## src/rtl/fp_add_pkg.sv

```systemverilog
package fp_add_pkg;
   typedef enum logic [2:0] {
      FC_ZERO,
      FC_SUBN,
      FC_NORM,
      FC_INF,
      FC_QNAN,
      FC_SNAN
   } fp_class_e;

   localparam int unsigned GRS_BITS = 3;
endpackage

```

## src/rtl/fp_add_lzc.sv

```systemverilog
module fp_add_lzc #(
   parameter int unsigned WIDTH = 28,
   localparam int unsigned CW   = $clog2(WIDTH + 1)
) (
   input  logic [WIDTH-1:0] vec,
   output logic [CW-1:0]    zeros
);
   always_comb begin
      zeros = CW'(WIDTH);
      for (int i = 0; i < int'(WIDTH); i++) begin
         if (vec[i]) zeros = CW'(int'(WIDTH) - 1 - i);
      end
   end
endmodule

```

## src/rtl/fp_add_swap.sv

```systemverilog
module fp_add_swap
   import fp_add_pkg::*;
#(
   parameter int unsigned EXP_W  = 8,
   parameter int unsigned FRAC_W = 23,
   localparam int unsigned WORD  = EXP_W + FRAC_W + 1,
   localparam int unsigned SIG   = FRAC_W + 1
) (
   input  logic [WORD-1:0]  a,
   input  logic [WORD-1:0]  b,
   input  logic             sub,
   output logic             big_sign,
   output logic             eff_sub,
   output logic [EXP_W-1:0] big_exp,
   output logic [SIG-1:0]   big_sig,
   output logic [SIG-1:0]   small_sig,
   output logic [EXP_W-1:0] exp_diff,
   output logic             spec_hit,
   output logic [WORD-1:0]  spec_word,
   output logic             spec_inv
);
   localparam logic [WORD-1:0] QNAN = {1'b0, {EXP_W{1'b1}}, 1'b1, {(FRAC_W-1){1'b0}}};

   function automatic fp_class_e classify(input logic [WORD-1:0] v);
      logic [EXP_W-1:0]  e;
      logic [FRAC_W-1:0] f;
      e = v[WORD-2:FRAC_W];
      f = v[FRAC_W-1:0];
      if (&e) begin
         if (f == '0)          return FC_INF;
         else if (f[FRAC_W-1]) return FC_QNAN;
         else                  return FC_SNAN;
      end else if (e == '0) begin
         return (f == '0) ? FC_ZERO : FC_SUBN;
      end
      return FC_NORM;
   endfunction

   logic [WORD-1:0]  b_eff;
   fp_class_e        cls_a, cls_b;
   logic [EXP_W-1:0] ea, eb;
   logic [SIG-1:0]   sa, sb;
   logic             a_first;

   always_comb begin
      b_eff = {b[WORD-1] ^ sub, b[WORD-2:0]};
      cls_a = classify(a);
      cls_b = classify(b_eff);
      ea    = (a[WORD-2:FRAC_W] == '0) ? EXP_W'(1) : a[WORD-2:FRAC_W];
      eb    = (b_eff[WORD-2:FRAC_W] == '0) ? EXP_W'(1) : b_eff[WORD-2:FRAC_W];
      sa    = {(a[WORD-2:FRAC_W] != '0), a[FRAC_W-1:0]};
      sb    = {(b_eff[WORD-2:FRAC_W] != '0), b_eff[FRAC_W-1:0]};
      a_first = {ea, sa} >= {eb, sb};

      big_sign  = a_first ? a[WORD-1] : b_eff[WORD-1];
      eff_sub   = a[WORD-1] ^ b_eff[WORD-1];
      big_exp   = a_first ? ea : eb;
      big_sig   = a_first ? sa : sb;
      small_sig = a_first ? sb : sa;
      exp_diff  = a_first ? (ea - eb) : (eb - ea);

      spec_hit  = 1'b0;
      spec_word = '0;
      spec_inv  = 1'b0;
      if (cls_a inside {FC_QNAN, FC_SNAN} || cls_b inside {FC_QNAN, FC_SNAN}) begin
         spec_hit  = 1'b1;
         spec_word = QNAN;
         spec_inv  = (cls_a == FC_SNAN) || (cls_b == FC_SNAN);
      end else if (cls_a == FC_INF && cls_b == FC_INF) begin
         spec_hit  = 1'b1;
         spec_word = eff_sub ? QNAN : a;
         spec_inv  = eff_sub;
      end else if (cls_a == FC_INF) begin
         spec_hit  = 1'b1;
         spec_word = a;
      end else if (cls_b == FC_INF) begin
         spec_hit  = 1'b1;
         spec_word = b_eff;
      end
   end
endmodule

```

## src/rtl/fp_add_align.sv

```systemverilog
module fp_add_align
   import fp_add_pkg::*;
#(
   parameter int unsigned EXP_W  = 8,
   parameter int unsigned FRAC_W = 23,
   localparam int unsigned SIG   = FRAC_W + 1,
   localparam int unsigned SHW   = SIG + GRS_BITS,
   localparam int unsigned SUMW  = SHW + 1
) (
   input  logic [SIG-1:0]   big_sig,
   input  logic [SIG-1:0]   small_sig,
   input  logic [EXP_W-1:0] exp_diff,
   input  logic             eff_sub,
   output logic [SUMW-1:0]  sum
);
   logic [SHW-1:0]  small_val, shifted, lost;
   logic            sticky;
   logic [SUMW-1:0] big_ext, small_ext;

   always_comb begin
      small_val = {small_sig, {GRS_BITS{1'b0}}};
      if (int'(exp_diff) >= int'(SHW)) begin
         shifted = '0;
         lost    = small_val;
      end else begin
         shifted = small_val >> exp_diff;
         lost    = small_val & ~({SHW{1'b1}} << exp_diff);
      end
      sticky    = |lost;
      big_ext   = {1'b0, big_sig, {GRS_BITS{1'b0}}};
      small_ext = {1'b0, shifted[SHW-1:1], shifted[0] | sticky};
      sum       = eff_sub ? (big_ext - small_ext) : (big_ext + small_ext);
   end
endmodule

```

## src/rtl/fp_add_norm_round.sv

```systemverilog
module fp_add_norm_round
   import fp_add_pkg::*;
#(
   parameter int unsigned EXP_W  = 8,
   parameter int unsigned FRAC_W = 23,
   localparam int unsigned WORD  = EXP_W + FRAC_W + 1,
   localparam int unsigned SUMW  = FRAC_W + 1 + GRS_BITS + 1,
   localparam int unsigned CW    = $clog2(SUMW + 1),
   localparam int unsigned XE    = (EXP_W + 2 > CW + 1) ? EXP_W + 2 : CW + 1
) (
   input  logic [SUMW-1:0]  sum,
   input  logic [EXP_W-1:0] exp_in,
   input  logic             sign,
   output logic [WORD-1:0]  word,
   output logic             ovf
);
   localparam logic [XE-1:0] EXP_TOP = XE'((1 << EXP_W) - 1);

   logic [CW-1:0]     lz;
   logic [XE-1:0]     lz_x, exp_x, room, lz1, sh, exp_n, exp_f;
   logic [SUMW-2:0]   norm;
   logic [FRAC_W:0]   mant;
   logic [FRAC_W+1:0] mant_r;
   logic              inc;
   logic [FRAC_W-1:0] frac_f;

   fp_add_lzc #(.WIDTH(SUMW)) u_lzc (
      .vec   (sum),
      .zeros (lz)
   );

   always_comb begin
      lz_x  = XE'(lz);
      exp_x = XE'(exp_in);
      room  = exp_x - XE'(1);
      lz1   = lz_x - XE'(1);
      sh    = '0;
      if (sum[SUMW-1]) begin
         norm  = {sum[SUMW-1:2], sum[1] | sum[0]};
         exp_n = exp_x + XE'(1);
      end else begin
         sh    = (lz1 <= room) ? lz1 : room;
         norm  = sum[SUMW-2:0] << sh;
         exp_n = exp_x - sh;
      end
      mant   = norm[SUMW-2:GRS_BITS];
      inc    = norm[2] & (norm[1] | norm[0] | mant[0]);
      mant_r = {1'b0, mant} + (FRAC_W+2)'(inc);
      if (mant_r[FRAC_W+1]) begin
         exp_f  = exp_n + XE'(1);
         frac_f = '0;
      end else begin
         exp_f  = mant_r[FRAC_W] ? exp_n : '0;
         frac_f = mant_r[FRAC_W-1:0];
      end
      ovf  = 1'b0;
      if (sum == '0) begin
         word = '0;
      end else if (exp_f >= EXP_TOP) begin
         word = {sign, {EXP_W{1'b1}}, {FRAC_W{1'b0}}};
         ovf  = 1'b1;
      end else begin
         word = {sign, exp_f[EXP_W-1:0], frac_f};
      end
   end
endmodule

```

## src/rtl/fp_add_pipe.sv

```systemverilog
module fp_add_pipe
   import fp_add_pkg::*;
#(
   parameter int unsigned EXP_W   = 8,
   parameter int unsigned FRAC_W  = 23,
   parameter bit          MID_REG = 1'b1,
   localparam int unsigned WORD   = EXP_W + FRAC_W + 1,
   localparam int unsigned SIG    = FRAC_W + 1,
   localparam int unsigned SUMW   = SIG + GRS_BITS + 1,
   localparam int unsigned LATENCY = 2 + int'(MID_REG)
) (
   input  logic            clk,
   input  logic            rst_n,
   input  logic            in_valid,
   input  logic [WORD-1:0] op_a,
   input  logic [WORD-1:0] op_b,
   input  logic            sub,
   output logic            out_valid,
   output logic [WORD-1:0] result,
   output logic            ovf_flag,
   output logic            inv_flag
);
   generate
      if (EXP_W < 3 || FRAC_W < 2) begin : g_bad_cfg
         $error("fp_add_pipe: EXP_W must be >= 3 and FRAC_W >= 2");
      end
   endgenerate

   // step 1: classify and order
   logic             c_sign, c_sub, c_spec, c_sinv;
   logic [EXP_W-1:0] c_exp, c_diff;
   logic [SIG-1:0]   c_bsig, c_ssig;
   logic [WORD-1:0]  c_sword;

   fp_add_swap #(.EXP_W(EXP_W), .FRAC_W(FRAC_W)) u_swap (
      .a         (op_a),
      .b         (op_b),
      .sub       (sub),
      .big_sign  (c_sign),
      .eff_sub   (c_sub),
      .big_exp   (c_exp),
      .big_sig   (c_bsig),
      .small_sig (c_ssig),
      .exp_diff  (c_diff),
      .spec_hit  (c_spec),
      .spec_word (c_sword),
      .spec_inv  (c_sinv)
   );

   logic             s1_v, s1_sign, s1_sub, s1_spec, s1_sinv;
   logic [EXP_W-1:0] s1_exp, s1_diff;
   logic [SIG-1:0]   s1_bsig, s1_ssig;
   logic [WORD-1:0]  s1_sword;

   always_ff @(posedge clk or negedge rst_n) begin
      if (!rst_n) begin
         s1_v <= 1'b0; s1_sign <= 1'b0; s1_sub <= 1'b0; s1_spec <= 1'b0; s1_sinv <= 1'b0;
         s1_exp <= '0; s1_diff <= '0; s1_bsig <= '0; s1_ssig <= '0; s1_sword <= '0;
      end else begin
         s1_v <= in_valid; s1_sign <= c_sign; s1_sub <= c_sub; s1_spec <= c_spec;
         s1_sinv <= c_sinv; s1_exp <= c_exp; s1_diff <= c_diff; s1_bsig <= c_bsig;
         s1_ssig <= c_ssig; s1_sword <= c_sword;
      end
   end

   // step 2: align and add
   logic [SUMW-1:0] a_sum;

   fp_add_align #(.EXP_W(EXP_W), .FRAC_W(FRAC_W)) u_align (
      .big_sig   (s1_bsig),
      .small_sig (s1_ssig),
      .exp_diff  (s1_diff),
      .eff_sub   (s1_sub),
      .sum       (a_sum)
   );

   logic             s2_v, s2_sign, s2_spec, s2_sinv;
   logic [EXP_W-1:0] s2_exp;
   logic [SUMW-1:0]  s2_sum;
   logic [WORD-1:0]  s2_sword;

   generate
      if (MID_REG) begin : g_mid_reg
         always_ff @(posedge clk or negedge rst_n) begin
            if (!rst_n) begin
               s2_v <= 1'b0; s2_sign <= 1'b0; s2_spec <= 1'b0; s2_sinv <= 1'b0;
               s2_exp <= '0; s2_sum <= '0; s2_sword <= '0;
            end else begin
               s2_v <= s1_v; s2_sign <= s1_sign; s2_spec <= s1_spec; s2_sinv <= s1_sinv;
               s2_exp <= s1_exp; s2_sum <= a_sum; s2_sword <= s1_sword;
            end
         end
      end else begin : g_mid_wire
         always_comb begin
            s2_v = s1_v; s2_sign = s1_sign; s2_spec = s1_spec; s2_sinv = s1_sinv;
            s2_exp = s1_exp; s2_sum = a_sum; s2_sword = s1_sword;
         end
      end
   endgenerate

   // step 3: normalize and round
   logic [WORD-1:0] n_word;
   logic            n_ovf;

   fp_add_norm_round #(.EXP_W(EXP_W), .FRAC_W(FRAC_W)) u_norm (
      .sum    (s2_sum),
      .exp_in (s2_exp),
      .sign   (s2_sign),
      .word   (n_word),
      .ovf    (n_ovf)
   );

   always_ff @(posedge clk or negedge rst_n) begin
      if (!rst_n) begin
         out_valid <= 1'b0;
         result    <= '0;
         ovf_flag  <= 1'b0;
         inv_flag  <= 1'b0;
      end else begin
         out_valid <= s2_v;
         result    <= s2_spec ? s2_sword : n_word;
         ovf_flag  <= s2_v & ~s2_spec & n_ovf;
         inv_flag  <= s2_v & s2_spec & s2_sinv;
      end
   end
endmodule

```

## config.mk

```make
export PLATFORM = sky130hd
export DESIGN_NAME = fp_add_pipe
export DESIGN_NICKNAME = d
export VERILOG_FILES = /design/src/rtl/fp_add_pkg.sv /design/src/rtl/fp_add_lzc.sv /design/src/rtl/fp_add_swap.sv /design/src/rtl/fp_add_align.sv /design/src/rtl/fp_add_norm_round.sv /design/src/rtl/fp_add_pipe.sv
export SDC_FILE = /design/constraint.sdc
export NUM_CORES = 1
export LEC_CHECK = 0
export BUFFER_PORTS_ARGS = -buffer_cell sky130_fd_sc_hd__buf_2
export CORE_MARGIN = 5
export CORE_UTILIZATION = 29
export DETAILED_ROUTE_END_ITERATION = 12
export GPL_TIMING_DRIVEN = 0
export PLACE_DENSITY_LB_ADDON = 0.08
export SLEW_MARGIN = 10
export SYNTH_ARGS = -nofsm -noshare
export SYNTH_HDL_FRONTEND = slang
export SYNTH_SLANG_ARGS = --single-unit
```

## constraint.sdc

```tcl
create_clock -name clk -period 16.4 [get_ports clk]
set_input_delay 4.1 -clock clk [delete_from_list [all_inputs] [get_ports clk]]
set_output_delay 4.1 -clock clk [all_outputs]
set_load 0.005 [all_outputs]
```

* After elaboration in Yosys (flattened, before gate mapping)
Cells that the tools add are included.
** Word-level totals
- Output and inout port bits :: 35
- Word-level logic and storage cells :: 149
- Input port bits :: 68
- Register bits :: 208
** Cells by class
- Shift-type cells :: 3
- $add $sub $neg :: 10
- Multiplexer cells :: 76
- Magnitude comparators :: 4
- Bitwise operators :: 14
- Reduce and logical (&&, ||, !) cells :: 15
- Equal/unequal tests :: 6
** Operators with widths (count)
- 32-bit 2-to-1 mux :: 7
- 5-bit 2-to-1 mux :: 27
- 27-bit 2-to-1 mux :: 3
- 24-bit 2-to-1 mux :: 2
- 23-bit zero test :: 2
- 10-bit 2-to-1 mux :: 4
- 32-bit greater-or-equal comparator :: 1
- 8-bit 2-to-1 mux :: 4
- 31-bit 2-to-1 mux :: 1
- 27-bit by 27-bit adder with 28-bit output :: 1
- 28-bit zero test :: 1
- 28-bit 2-to-1 mux :: 1
- 27-bit by 27-bit subtractor with 28-bit output :: 1
- 27-bit bitwise AND :: 1
- 3-bit 2-to-1 mux :: 9
- 27-bit NOT :: 1
- 27-bit OR reduction :: 1
- 27-bit by 10-bit left shift with 27-bit output :: 1
- 27-bit by 8-bit left shift with 27-bit output, first input constant :: 1
- 27-bit by 8-bit >> shifter with 27-bit output :: 1
- 24-bit by 1-bit adder with 25-bit output :: 1
- 23-bit 2-to-1 mux :: 1
- 1-bit 2-to-1 mux :: 17
- 8-bit zero test :: 2
- 20 further kinds :: 37

* Logic depth before layout (Yosys ltp)
- Depth in word-level cells :: 43
- Mapped depth :: 37
- Gate-level depth less buffers :: 32

* Hierarchy
From an unflattened synthesis, not the netlist that was laid out.
** Second synthesis, totals
- Cells, all modules :: 2190
- Area total of the unflattened synthesis :: 18944.4 sq um
** Modules (own cells, without submodules)
- fp_add_pipe :: cells an instance 246, instances 1, area an instance 5751.8 sq um
- fp_add_norm_round :: cells an instance 814, instances 1, area an instance 5431.5 sq um
- fp_add_align :: cells an instance 708, instances 1, area an instance 4986.0 sq um
- fp_add_swap :: cells an instance 362, instances 1, area an instance 2438.6 sq um
- fp_add_lzc :: cells an instance 60, instances 1, area an instance 336.6 sq um

* Worst setup path before layout
Ideal clock, no wire load.
- Kind :: register to register
- From :: register s2_sum[13]
- To :: register result[26]
- Cell stages (with the launch flop) :: 33
- Data required time :: 16.279 ns
- Period minus slack after synthesis :: 7.865 ns
- Slack :: 8.535 ns
- Arrival :: 7.744 ns
- Path through :: dfrtp_1 > or3_1 > or4_4 > o211ai_1 > o21ai_0 > ha_1 > and4_1 > o31ai_1 > ha_1 > o211ai_1 > o2111ai_1 > clkbuf_1 > a21oi_1 > a211oi_4 > inv_2 > clkbuf_1 > buf_1 > ha_1 > inv_1 > fa_1 > a21o_1 > a21oi_1 > xnor2_1 > nor2_1 > a21oi_1 > nand3_1 > or3_1 > nor3b_1 > a31oi_1 > nand3_1 > clkbuf_1 > o221ai_1 > a22o_1
** Between the ends
- Word-level cells in the longest chain between the ends :: 30
** RTL lines
- start, declared :: line fp_add_pipe.sv:79 : logic [SUMW-1:0] s2_sum;
- start signal, assigned :: line fp_add_pipe.sv:90 : s2_exp <= s1_exp; s2_sum <= a_sum; s2_sword <= s1_sword;
- 5-bit 2-to-1 mux (15 in series) :: line fp_add_lzc.sv:11 : if (vec[i]) zeros = CW'(int'(WIDTH) - 1 - i);
- 5-bit by 1-bit subtractor with 6-bit output :: line fp_add_norm_round.sv:36 : lz1 = lz_x - XE'(1);
- 10-bit <= comparator :: line fp_add_norm_round.sv:42 : sh = (lz1 <= room) ? lz1 : room;
- 10-bit 2-to-1 mux :: line fp_add_norm_round.sv:42
- 27-bit by 10-bit left shift with 27-bit output :: line fp_add_norm_round.sv:43 : norm = sum[SUMW-2:0] << sh;
- 27-bit 2-to-1 mux :: line fp_add_norm_round.sv:38 : if (sum[SUMW-1]) begin
- 1-bit OR (2 in series) :: line fp_add_norm_round.sv:47 : inc = norm[2] & (norm[1] | norm[0] | mant[0]);
- 1-bit bitwise AND :: line fp_add_norm_round.sv:47
- 24-bit by 1-bit adder with 25-bit output :: line fp_add_norm_round.sv:48 : mant_r = {1'b0, mant} + (FRAC_W+2)'(inc);
- 10-bit 2-to-1 mux :: line fp_add_norm_round.sv:53 : exp_f = mant_r[FRAC_W] ? exp_n : '0;
- 10-bit 2-to-1 mux :: line fp_add_norm_round.sv:49 : if (mant_r[FRAC_W+1]) begin
- 10-bit by 8-bit greater-or-equal comparator with 1-bit output :: line fp_add_norm_round.sv:59 : end else if (exp_f >= EXP_TOP) begin
- 31-bit 2-to-1 mux :: line fp_add_norm_round.sv:59
- 32-bit 2-to-1 mux (*) :: line fp_add_norm_round.sv:57 : if (sum == '0) begin
- 32-bit 2-to-1 mux (*) :: line fp_add_pipe.sv:121 : result <= s2_spec ? s2_sword : n_word;
- end signal, assigned :: line fp_add_pipe.sv:121
- end, declared :: line fp_add_pipe.sv:19 : output logic [WORD-1:0] result,
Every way passes the cells marked *; elsewhere a longest branch is shown, timed or not.

* Worst setup path in the final report
- From :: register s2_sum[27]
- To :: register result[16]
** Between the ends
- Word-level cells in the longest chain between the ends :: 16
** RTL lines (line)
- 5-bit 2-to-1 mux :: fp_add_lzc.sv:11
- 5-bit by 1-bit subtractor with 6-bit output :: fp_add_norm_round.sv:36
- 10-bit <= comparator :: fp_add_norm_round.sv:42
- 10-bit 2-to-1 mux :: fp_add_norm_round.sv:42
- 27-bit by 10-bit left shift with 27-bit output :: fp_add_norm_round.sv:43
- 27-bit 2-to-1 mux :: fp_add_norm_round.sv:38
- 1-bit OR (2 in series) :: fp_add_norm_round.sv:47
- 1-bit bitwise AND :: fp_add_norm_round.sv:47
- 24-bit by 1-bit adder with 25-bit output :: fp_add_norm_round.sv:48
- 10-bit 2-to-1 mux :: fp_add_norm_round.sv:53
- 10-bit 2-to-1 mux :: fp_add_norm_round.sv:49
- 10-bit by 8-bit greater-or-equal comparator with 1-bit output :: fp_add_norm_round.sv:59
- 31-bit 2-to-1 mux :: fp_add_norm_round.sv:59
- 32-bit 2-to-1 mux (*) :: fp_add_norm_round.sv:57
- 32-bit 2-to-1 mux (*) :: fp_add_pipe.sv:121
Marked as above.

==> impl_metrics.sql <==
INSERT INTO impl_metrics (metric_group, metric, value, unit) VALUES
('cts', 'cts-root-to-sink-buffers', '3', ''),
('cts', 'cts.clk_slew.worst_paths', '0.06', 'ns'),
('grt', 'number_of_global_route_vias_before_repair', '16000', ''),
('logic_synthesis', 'synth_sequential_area_ratio', '0.313', ''),
('timing', 'max_freq', '0.0907', 'GHz'),
('grt', 'track_usage', '0.201', ''),
('grt', 'grt_pass1_wl', '98900', 'um'),
('pwr', 'power_leakage', '8.33', 'nW'),
('setup_path', 'critical-path-slowest-cell', 'sky130_fd_sc_hd__a21oi_1', ''),
('cells_and_area', 'nFillCells', '6011', ''),
('floorplan', 'initial_core_utilization', '0.294', ''),
('floorplan', 'die_width', '249', 'um'),
('cells_and_area', 'antenna_diode_count', '0', ''),
('cells_and_area', 'nNetsFinal', '2328', ''),
('setup_path', 'crit_arrival', '11.43', 'ns'),
('logic_synthesis', 'synth.avg_cell_area', '8.34', 'um2'),
('cts', 'htree_levels', '1', ''),
('timing', 'final_layout_setup_total_negative_slack', '0', 'ns'),
('timing', 'final-max-slew-violation-count', '0', ''),
('worst_hold_path', 'min_from', 's1_sword[9]', ''),
('worst_hold_path', 'min_delay_path_depth', '0', ''),
('pwr', 'power_density', '165', 'nW/um2'),
('timing', 'setup_violating_endpoint_count_in_the_final_report', '0', ''),
('cts', 'cts_root_buffer', 'sky130_fd_sc_hd__clkbuf_16', ''),
('cells_and_area', 'layout-drive-gt1-share', '0.116', ''),
('drt', 'dr.pass1.iters', '6', ''),
('timing', 'final.hold.worst_slack', '0.346', 'ns'),
('cells_and_area', 'area.sequential', '5200', 'um2'),
('setup_path', 'timing.critical_path.mode_cell', 'sky130_fd_sc_hd__clkbuf_1', ''),
('setup_path', 'crit_path_start', 's2_sum[27]', ''),
('cts', 'cts_repair_resized_insts', '0', ''),
('timing', 'fin_worst_skew', '0.0157', 'ns'),
('drt', 'dr_total_vias', '15800', ''),
('place', 'routability_congestion_estimate', '0.965', ''),
('drt', 'wl_per_cell', '22.3', 'um'),
('grt', 'largest_net_degree_at_the_start_of_global_routing', '112', ''),
('drt', 'drc_errors', '0', ''),
('logic_synthesis', 'share_of_synthesized_registers_carrying_an_async_set_or_reset', '1.00', ''),
('logic_synthesis', 'synth.distinct_cells', '89', ''),
('cells_and_area', 'layout_commonest_cell', 'sky130_fd_sc_hd__dfrtp_1', ''),
('worst_hold_path', 'hold_wc_path_type', 'register to register', ''),
('cts', 'clock_sinks', '208', ''),
('timing', 'grt_setup_unrepaired', 'false', ''),
('drt', 'avgViaCountPerCell', '5.43', ''),
('setup_path', 'timing.critical_path.fanout_max', '10', ''),
('timing', 'finalCritPeriodShare', '0.673', ''),
('logic_synthesis', 'synth_edf_count', '0', ''),
('setup_path', 'worstSetupPathType', 'register to register', ''),
('setup_path', 'end_kind', 'register', ''),
('cells_and_area', 'area_taken_by_multi_input_logic_gates', '10500', 'um2'),
('grt', 'grt_antenna_before_repair', '0', ''),
('pwr', 'peakVddDrop', '0.0000883', 'V'),
('cts', 'insertion_delay_to_the_later_sink_of_the_worst_skew_pair', '0.54', 'ns'),
('status', 'run_status', 'finished, final reports clean', ''),
('setup_path', 'setup.worst_path.start_class', 'register', ''),
('floorplan', 'rows', '87', ''),
('grt', 'grt.overflow.total', '0', ''),
('drt', 'initialDrtViolationCount', '1294', ''),
('logic_synthesis', 'post_synth_instance_area', '16600', 'um2'),
('logic_synthesis', 'ys_warn_count', '0', ''),
('floorplan', 'fp.coreArea', '56600', 'um2'),
('cells_and_area', 'area_delta_synth_final', '14.6', '%'),
('floorplan', 'io-pin-count', '103', ''),
('place', 'place_hpwl', '51600', 'um'),
('timing', 'timing_hold_violations_final', '0', ''),
('place', 'io_buffer_count', '102', ''),
('setup_path', 'crit_reg_reg_startpoint', 's2_sum[27]', ''),
('setup_path', 'critical_path.max_stage_delay', '0.67', 'ns'),
('timing', 'final_critical_period', '11.03', 'ns'),
('flow_run', 'drv.max_cap_violation_count', '0', ''),
('floorplan', 'dieArea', '62200', 'um2');
## critical path, delay by kind of cell (launching register included)
family,cells,cell delay (ns)
compound gates,9,2.79
xor+xnor,1,0.15
fa+ha+maj,3,0.97
buf+inv,14,5.41
flops,1,0.47
simple gates,5,1.04
## report_power, final
| part | leakage (nW) | internal (mW) | switching (mW) | total, mW |
|---|---|---|---|---|
| Clock | 0.382 | 0.317 | 0.221 | 0.538 |
| Combinational | 5.42 | 0.635 | 1.28 | 1.92 |
| Sequential | 2.53 | 0.600 | 0.0880 | 0.688 |
## routing by layer
| metal | GRT usage | vias up | share of wire |
|---|---|---|---|
| met4 | 0.0844 | 0 | 0.051 |
| met3 | 0.0236 | 146 | 0.046 |
| met5 | 0 | - | 0 |
| li1 | - | 7507 | - |
| met2 | 0.350 | 555 | 0.48 |
| met1 | 0.254 | 7622 | 0.42 |
## final cells by class
| cell class | instances | area share |
|---|---|---|
| clock inverters | 11 | 0.00526 |
| plain buffers | 132 | 0.0284 |
| flip-flops and latches | 208 | 0.273 |
| repair buffers | 104 | 0.0302 |
| inverters | 135 | 0.0266 |
| well taps | 756 | 0.0497 |
| multi-input cells | 1539 | 0.550 |
| clock buffers | 32 | 0.0369 |
## state kept, by name, indices dropped and copies added, names as in the netlist, 8 cells and up
register / cells
s1_diff: 8
s1_sword: 32
s1_exp: 8
s2_sum: 28
s1_bsig: 24
s2_sword: 32
s1_ssig: 24
s2_exp: 8
result: 32
## cells in the mapped netlist, types with 15 or more instances
master	n	area, um2
sky130_fd_sc_hd__clkbuf_1	101	379
sky130_fd_sc_hd__a211oi_1	43	323
sky130_fd_sc_hd__and2_1	15	93.8
sky130_fd_sc_hd__nand4_1	17	106
sky130_fd_sc_hd__xor2_1	23	201
sky130_fd_sc_hd__a31oi_1	23	144
sky130_fd_sc_hd__inv_1	130	488
sky130_fd_sc_hd__nor4_1	21	131
sky130_fd_sc_hd__nor2_1	129	484
sky130_fd_sc_hd__nand3_1	75	375
sky130_fd_sc_hd__mux2_2	45	507
sky130_fd_sc_hd__nand2b_1	21	131
sky130_fd_sc_hd__nor3_1	58	290
sky130_fd_sc_hd__mux2i_1	47	470
sky130_fd_sc_hd__nand2_1	201	754
sky130_fd_sc_hd__o21ai_0	134	671
sky130_fd_sc_hd__and3_1	24	150
sky130_fd_sc_hd__o21bai_1	18	135
sky130_fd_sc_hd__o211ai_1	23	173
sky130_fd_sc_hd__dfrtp_1	208	5200
sky130_fd_sc_hd__xnor2_1	51	447
sky130_fd_sc_hd__or3_1	22	138
sky130_fd_sc_hd__a21o_1	35	263
sky130_fd_sc_hd__o41ai_1	20	175
sky130_fd_sc_hd__a21oi_1	125	626
sky130_fd_sc_hd__ha_1	112	1400
## cells by family (layout without fill, tap and decap cells)
logic type / count (synthesis) / in the layout / synth area share
flops: 208 / 208 / 0.313
other cells: 1 / 22 / 0.000226
buf+inv: 267 / 414 / 0.0631
simple gates: 649 / 649 / 0.191
mux: 102 / 102 / 0.0723
fa+ha+maj: 116 / 116 / 0.0891
xor+xnor: 75 / 75 / 0.0406
compound gates: 575 / 575 / 0.231
## final timing paths
kind / end / slack (ns)
max: result[16] / 5.37
min: s2_sword[9] / 0.35
min reg2reg: s2_sword[9] / 0.35
min in group asynchronous: s2_sword[4] / 3.40
max reg2reg: result[16] / 5.37
max in group asynchronous: s1_sword[2] / 11.80
## stage by stage
stage                     power (mW)  instances  instance area [um2]  utilization  setup slack [ns]
after floorplan                 1.91       2014                16700            -              8.53
after global placement          2.60       2872                18200        0.321              5.15
after detailed placement        2.58       2874                18200        0.322              5.50
after CTS                       3.14       2917                19000        0.336              5.47
after global routing            3.34       2917                19000        0.336              4.68
final                           3.14       2917                19000        0.336              5.37
Power figures use the tool's default switching activity.
